`src/rtl/spm_pkg.sv`:
```
// Package: shared types and the half-period length rule for the serial master.
// Assumes an 8-bit prescale field; the period is never shorter than 2 clocks.
package spm_pkg;

    localparam int SPM_PS_W = 8;

    typedef struct packed {
        logic [SPM_PS_W-1:0] ps;
        logic                cpol;
        logic                cpha;
    } cfg_t;

    // Clocks spent at the given sclk level, minus one, for a prescale value.
    function automatic logic [SPM_PS_W-1:0] half_len_m1(
        input logic [SPM_PS_W-1:0] ps,
        input logic                lvl
    );
        logic [SPM_PS_W:0] per;
        logic [SPM_PS_W:0] h;
        per = (ps == '0) ? (SPM_PS_W+1)'(2) : ({1'b0, ps} + 1'b1);
        h   = lvl ? ((per + 1'b1) >> 1) : (per >> 1);
        return SPM_PS_W'(h - 1'b1);
    endfunction

endpackage

```
`src/rtl/spm_divider.sv`:
```
// Half-period counter. After a load, it pulses tick when the current sclk half has
// run out, then reloads with the length of the following half.
// Assumes load and run are never high together in a way that matters (load wins).
module spm_divider #(
    parameter int CNT_W = 8
) (
    input  logic             clk,
    input  logic             rst_n,
    input  logic             load,
    input  logic [CNT_W-1:0] load_val,
    input  logic             run,
    input  logic [CNT_W-1:0] reload_val,
    output logic             tick
);

    logic [CNT_W-1:0] cnt;

    assign tick = run && (cnt == '0);

    // Count down through each half period; reload on expiry.
    always_ff @(posedge clk) begin
        if (!rst_n) begin
            cnt <= '0;
        end else if (load) begin
            cnt <= load_val;
        end else if (run) begin
            cnt <= (cnt == '0) ? reload_val : cnt - 1'b1;
        end
    end

endmodule

```
`src/rtl/spm_sequencer.sv`:
```
// Exchange sequencer. Accepts start when idle, holds a copy of the controls, toggles
// the serial clock on each divider tick, classifies each edge as launch or sample,
// and ends the exchange after 2*WORD_W edges with a one-clock done pulse.
// Assumes tick appears only while busy.
module spm_sequencer #(
    parameter int WORD_W = 8
) (
    input  logic           clk,
    input  logic           rst_n,
    input  logic           start,
    input  spm_pkg::cfg_t  cfg_in,
    input  logic           tick,
    output spm_pkg::cfg_t  cfg,
    output logic           busy,
    output logic           accept,
    output logic           sclk_q,
    output logic           launch,
    output logic           sample,
    output logic           last,
    output logic           done
);

    localparam int EDGES = 2 * WORD_W;
    localparam int EC_W  = $clog2(EDGES + 1);

    logic [EC_W-1:0] edge_cnt;
    logic            leading;
    logic            trailing;

    assign accept   = start && !busy;
    assign leading  = tick && (sclk_q == cfg.cpol);
    assign trailing = tick && (sclk_q != cfg.cpol);
    assign last     = tick && (edge_cnt == EC_W'(EDGES - 1));

    // Decide which edges move data out and which capture data in.
    always_comb begin
        if (cfg.cpha) begin
            sample = leading;
            launch = trailing && !last;
        end else begin
            sample = trailing;
            launch = leading;
        end
    end

    // Track the exchange state, the serial clock level and the edge count.
    always_ff @(posedge clk) begin
        if (!rst_n) begin
            busy     <= 1'b0;
            sclk_q   <= 1'b0;
            edge_cnt <= '0;
            done     <= 1'b0;
            cfg      <= '0;
        end else begin
            done <= 1'b0;
            if (accept) begin
                busy     <= 1'b1;
                cfg      <= cfg_in;
                sclk_q   <= cfg_in.cpol;
                edge_cnt <= '0;
            end else if (tick) begin
                sclk_q <= ~sclk_q;
                if (last) begin
                    busy     <= 1'b0;
                    done     <= 1'b1;
                    edge_cnt <= '0;
                end else begin
                    edge_cnt <= edge_cnt + 1'b1;
                end
            end
        end
    end

endmodule

```
`src/rtl/spm_shifter.sv`:
```
// Data path. Shifts the transmit word out MSB first on launch edges and collects
// incoming bits on sample edges. The received word is published on the last edge.
// Assumes the sequencer never asserts launch and sample together.
module spm_shifter #(
    parameter int WORD_W = 8
) (
    input  logic              clk,
    input  logic              rst_n,
    input  logic              load,
    input  logic [WORD_W-1:0] tx_word,
    input  logic              early_first,
    input  logic              launch,
    input  logic              sample,
    input  logic              last,
    input  logic              miso,
    output logic              mosi,
    output logic [WORD_W-1:0] rx_word
);

    logic [WORD_W-1:0] tx_sr;
    logic [WORD_W-1:0] rx_sr;
    logic [WORD_W-1:0] rx_next;

    assign rx_next = {rx_sr[WORD_W-2:0], miso};

    // Transmit shift: preload the word, drive the head bit early in phase 1.
    always_ff @(posedge clk) begin
        if (!rst_n) begin
            tx_sr <= '0;
            mosi  <= 1'b0;
        end else if (load) begin
            if (early_first) begin
                mosi  <= tx_word[WORD_W-1];
                tx_sr <= tx_word << 1;
            end else begin
                tx_sr <= tx_word;
            end
        end else if (launch) begin
            mosi  <= tx_sr[WORD_W-1];
            tx_sr <= tx_sr << 1;
        end
    end

    // Receive shift and word hand-off at the final edge.
    always_ff @(posedge clk) begin
        if (!rst_n) begin
            rx_sr   <= '0;
            rx_word <= '0;
        end else begin
            if (sample) begin
                rx_sr <= rx_next;
            end
            if (last) begin
                rx_word <= sample ? rx_next : rx_sr;
            end
        end
    end

endmodule

```
`src/rtl/spi_master_ps.sv`:
```
// Top of the prescaled serial master: wires the sequencer, the half-period divider
// and the data shifter. sclk rests at the live polarity input while idle.
// Assumes synchronous active-low reset and a single interface clock.
module spi_master_ps #(
    parameter int WORD_W = 8,
    parameter int PS_W   = spm_pkg::SPM_PS_W
) (
    input  logic              clk,
    input  logic              rst_n,
    input  logic              start,
    input  logic [WORD_W-1:0] tx_word,
    input  logic [PS_W-1:0]   div,
    input  logic              cpol,
    input  logic              cpha,
    output logic              sclk,
    output logic              mosi,
    input  logic              miso,
    output logic [WORD_W-1:0] rx_word,
    output logic              done
);

    import spm_pkg::*;

    spm_pkg::cfg_t      cfg_in;
    spm_pkg::cfg_t      cfg;
    logic               busy;
    logic               accept;
    logic               sclk_q;
    logic               launch;
    logic               sample;
    logic               last;
    logic               tick;
    logic [PS_W-1:0]    load_val;
    logic [PS_W-1:0]    reload_val;

    assign cfg_in     = '{ps: div, cpol: cpol, cpha: cpha};
    assign load_val   = half_len_m1(div, cpol);
    assign reload_val = half_len_m1(cfg.ps, ~sclk_q);
    assign sclk       = busy ? sclk_q : cpol;

    spm_sequencer #(.WORD_W(WORD_W)) u_seq (
        .clk    (clk),
        .rst_n  (rst_n),
        .start  (start),
        .cfg_in (cfg_in),
        .tick   (tick),
        .cfg    (cfg),
        .busy   (busy),
        .accept (accept),
        .sclk_q (sclk_q),
        .launch (launch),
        .sample (sample),
        .last   (last),
        .done   (done)
    );

    spm_divider #(.CNT_W(PS_W)) u_div (
        .clk        (clk),
        .rst_n      (rst_n),
        .load       (accept),
        .load_val   (load_val),
        .run        (busy),
        .reload_val (reload_val),
        .tick       (tick)
    );

    spm_shifter #(.WORD_W(WORD_W)) u_shf (
        .clk         (clk),
        .rst_n       (rst_n),
        .load        (accept),
        .tx_word     (tx_word),
        .early_first (cpha),
        .launch      (launch),
        .sample      (sample),
        .last        (last),
        .miso        (miso),
        .mosi        (mosi),
        .rx_word     (rx_word)
    );

endmodule

```
`config.mk`:
```
export PLATFORM = sky130hd
export DESIGN_NAME = spi_master_ps
export DESIGN_NICKNAME = d
export VERILOG_FILES = /design/src/rtl/spm_pkg.sv /design/src/rtl/spm_divider.sv /design/src/rtl/spm_sequencer.sv /design/src/rtl/spm_shifter.sv /design/src/rtl/spi_master_ps.sv
export SDC_FILE = /design/constraint.sdc
export NUM_CORES = 1
export LEC_CHECK = 0
export ABC_AREA = 1
export CELL_PAD_IN_SITES_DETAIL_PLACEMENT = 0
export CELL_PAD_IN_SITES_GLOBAL_PLACEMENT = 1
export CORE_MARGIN = 3
export CORE_UTILIZATION = 44
export CTS_CLUSTER_DIAMETER = 100
export DETAILED_ROUTE_END_ITERATION = 16
export PLACE_DENSITY_LB_ADDON = 0.1
export SYNTH_ARGS = -nofsm -noshare
export SYNTH_HDL_FRONTEND = slang
export SYNTH_SLANG_ARGS = --single-unit
export TNS_END_PERCENT = 10
```
`constraint.sdc`:
```
create_clock -name clk -period 4.2 [get_ports clk]
set_clock_uncertainty 0.2 [all_clocks]
set_input_delay 0.63 -clock clk [delete_from_list [all_inputs] [get_ports clk]]
set_output_delay 0.63 -clock clk [all_outputs]
set_load 0.005 [all_outputs]
```
==> impl_metrics.env <==
export IMPL_status="finished, final reports clean"
export IMPL_synth_most_common_cell="nand2_1"
export IMPL_finalWorstSetupSlack_ns=0.993
export IMPL_clkTransAtPathRegs_ns=0.10
export IMPL_drt_wl_total_um=7530
export IMPL_clock_sinks=51
export IMPL_antenna_found_initial=0
export IMPL_p_total_mw=1.14
export IMPL_grt_max_degree=28
export IMPL_synth_seq_cells=51
export IMPL_fin_util_pct=53.9
export IMPL_drc=0
export IMPL_synth_nets=534
export IMPL_diodes=0
export IMPL_drive_gt1_share_pct=11.4
export IMPL_critPathMaxFanout=5
export IMPL_post_cts_resized=0
export IMPL_drtIter0Drc=149
export IMPL_synth_cell_area_mm2=0.00325
export IMPL_seq_area_mm2=0.00102
export IMPL_yosysTopAreaCellShare_pct=31.4
export IMPL_dpl_cell_area_mm2=0.00367
export IMPL_ys_top_cells_by_count="nand2_1, inv_1, nor2_1, dfxtp_1, a21oi_1"
export IMPL_vias_per_cell=4.98
export IMPL_port_buffers=32
export IMPL_worstSkewPairLatency_ns=0.31
export IMPL_pre_cts_ws_ns=0.696
export IMPL_clkPwrFrac_pct=26.6
export IMPL_areaGrowthSynthToFinish_pct=15.8
export IMPL_hp_class="reg2reg"
export IMPL_min_from="u_shf.tx_sr[5]"
export IMPL_setup_tns_ns=0
export IMPL_tritoncts="built"
export IMPL_cts_hold_buf=0
export IMPL_p_int_uw=745
export IMPL_cts_path_max_buffers=2
export IMPL_antenna_left=0
export IMPL_dr_total_vias=3150
export IMPL_tightest_slew_ns=0.754
export IMPL_grt_pass1_vias=2980
export IMPL_netSwitchingPower_uw=391
export IMPL_combPwrFrac_pct=26.1
export IMPL_avgRoutedWirePerCell_um=11.9
export IMPL_rsz0062_at_grt="no"
export IMPL_numCtsBuffers=5
export IMPL_grt_total_usage_pct=18.9
export IMPL_reg2reg_from="u_seq.cfg[2]"
export IMPL_max_cap_violations=0
export IMPL_hold_viol_final=0
export IMPL_worstPathRequired_ns=4.21
export IMPL_ios=33
export IMPL_yosysTopAreaCell="dfxtp_1"
export IMPL_dieArea_mm2=0.00846
export IMPL_worstRegToRegCells=21
export IMPL_met3_usage_pct=3.12
export IMPL_cts_root_buf="clkbuf_8"
export IMPL_gp_congestion=0.818
export IMPL_syn_avg_cell_area_um2=6.45
export IMPL_synth_distinct_cells=40
export IMPL_path_class="in2reg"
export IMPL_leakagePower_nw=1.73
export IMPL_hpwlAfterDp_um=5710
export IMPL_start_util_pct=46.6
export IMPL_final_area_mm2=0.00377
export IMPL_grt_use_met1_pct=23.7
export IMPL_post_cts_buffers=0
export IMPL_die_w_um=92.0
export IMPL_hold_end="u_shf.tx_sr[5]"
export IMPL_relSlewSlack_pct=49.5
export IMPL_grt_pass1_wl_um=13200
export IMPL_multiInputGateArea_mm2=0.00188
export IMPL_cp_arrival_ns=3.22
export IMPL_finalWorstPathRequiredPeriod_ns=3.21
export IMPL_yosys_top_cells_area="dfxtp_1, nand2_1, inv_1, a21oi_1, nor2_1"
export IMPL_use_met2_pct=32.9
export IMPL_synth_ff_type="dfxtp_1"
export IMPL_cts_max_level=2
export IMPL_worstHoldPathCells=2
export IMPL_p_sw_share_pct=34.4
export IMPL_post_route_period_util_pct=76.4
export IMPL_cp_end_kind="register"
export IMPL_n_fill_cell=731
export IMPL_drv_slew=0
export IMPL_setup_viol=0
export IMPL_core_area_mm2=0.00698
export IMPL_seq_area_frac_synth_pct=31.4
export IMPL_synth_edff_count=0
export IMPL_cp_start_kind="input pin"
export IMPL_reg2reg_slack_ns=1.21
export IMPL_final_nets=566
export IMPL_grt_ovfl_total=0
export IMPL_synthesis_instances=504
export IMPL_firstDrtPassIters=4
export IMPL_busiest_layer="met2"
export IMPL_yosysWarnings=0
export IMPL_p_seq_share_pct=47.3
export IMPL_max_freq_ghz=0.312
export IMPL_crit_start="div[0]"
export IMPL_core_rowCount=30
export IMPL_die_height_um=92.0
export IMPL_async_flop_share_pct=0
export IMPL_power_density_mw_per_mm2=302
export IMPL_r2r_end="u_div.cnt[6]"
export IMPL_peakVddDrop_uv=187
-- per-stage QoR --
stage	hold slack, ns	instances
floorplan	0.241	504
global placement	0.252	625
detailed placement	0.252	625
CTS	0.269	633
global route	0.281	633
finish	0.270	633
-- cell usage in the layout, fill, tap and decap left out, types with 8 or more instances in the layout --
cell	count
nor2_1	53
inv_1	73
nand2_2	11
nor2_2	9
o21ai_0	25
dfxtp_1	51
clkdlybuf4s50_1	32
nand4_1	9
a21oi_1	43
nand3_1	36
ha_1	8
nand2_1	117
-- layer usage --
| layer | routed length [µm] | share of wire (%) |
|---|---|---|
| met4 | 143 | 1.9 |
| met1 | 3550 | 47 |
| met3 | 207 | 2.8 |
| met5 | 0 | 0 |
| met2 | 3630 | 48 |
-- power groups by stage --
stage | Clock, mW | Sequential, mW | Combinational [mW]
after floorplan | 0 | 0.541 | 0.220
after global routing | 0.330 | 0.541 | 0.343
after detailed placement | 0 | 0.547 | 0.297
final | 0.302 | 0.537 | 0.297
after CTS | 0.310 | 0.536 | 0.298
after global placement | 0 | 0.547 | 0.295
-- worst max-delay path, cell delays in order --
cell             delay [ns]
clkdlybuf4s50_1        0.56
inv_1                  0.10
ha_1                   0.31
or2_2                  0.31
ha_1                   0.29
a21oi_1                0.14
nand2_1                0.07
nand2_1                0.11
ha_1                   0.21
nand3_2                0.11
nor2_2                 0.12
nand2_1                0.06
nand2_1                0.05
nand3_1                0.06
nand2_1                0.06
inv_1                  0.04
-- logic make-up after synthesis --
| group | Yosys count | synth area share [%] |
|---|---|---|
| AO/OA/AOI/OAI | 92 | 16.0 |
| XOR/XNOR | 5 | 1.35 |
| adder cells (fa/ha/maj) | 8 | 3.08 |
| buffers and inverters | 92 | 10.9 |
| flip-flops | 51 | 31.4 |
| AND/OR/NAND/NOR | 256 | 37.3 |
-- worst max-delay path by stage --
stage / endpoint
final: u_div.cnt[6]
after global routing: u_div.cnt[6]
after CTS: u_div.cnt[6]
after detailed placement: u_div.cnt[6]
after global placement: u_div.cnt[6]
after floorplan: u_div.cnt[6]
-- flip-flops by register name, summed over array words and instances (netlist names) --
| register | flops |
|---|---|
| u_div.cnt | 8 |
| u_seq.sclk_q | 1 |
| u_seq.edge_cnt | 5 |
| u_seq.cfg | 10 |
| u_seq.done | 1 |
| u_shf.mosi | 1 |
| u_shf.tx_sr | 8 |
| u_seq.busy | 1 |
| u_shf.rx_word | 8 |
| u_shf.rx_sr | 8 |
-- final cells by class --
cell class	count	area share, %
repair buffers	35	9.10
clock buffers	5	1.83
flip-flops and latches	51	27.1
multi-input cells	361	49.9
clock inverters	3	0.698
well taps	96	3.19
inverters	82	8.21
Note: power is estimated with default switching activity, not from simulation.
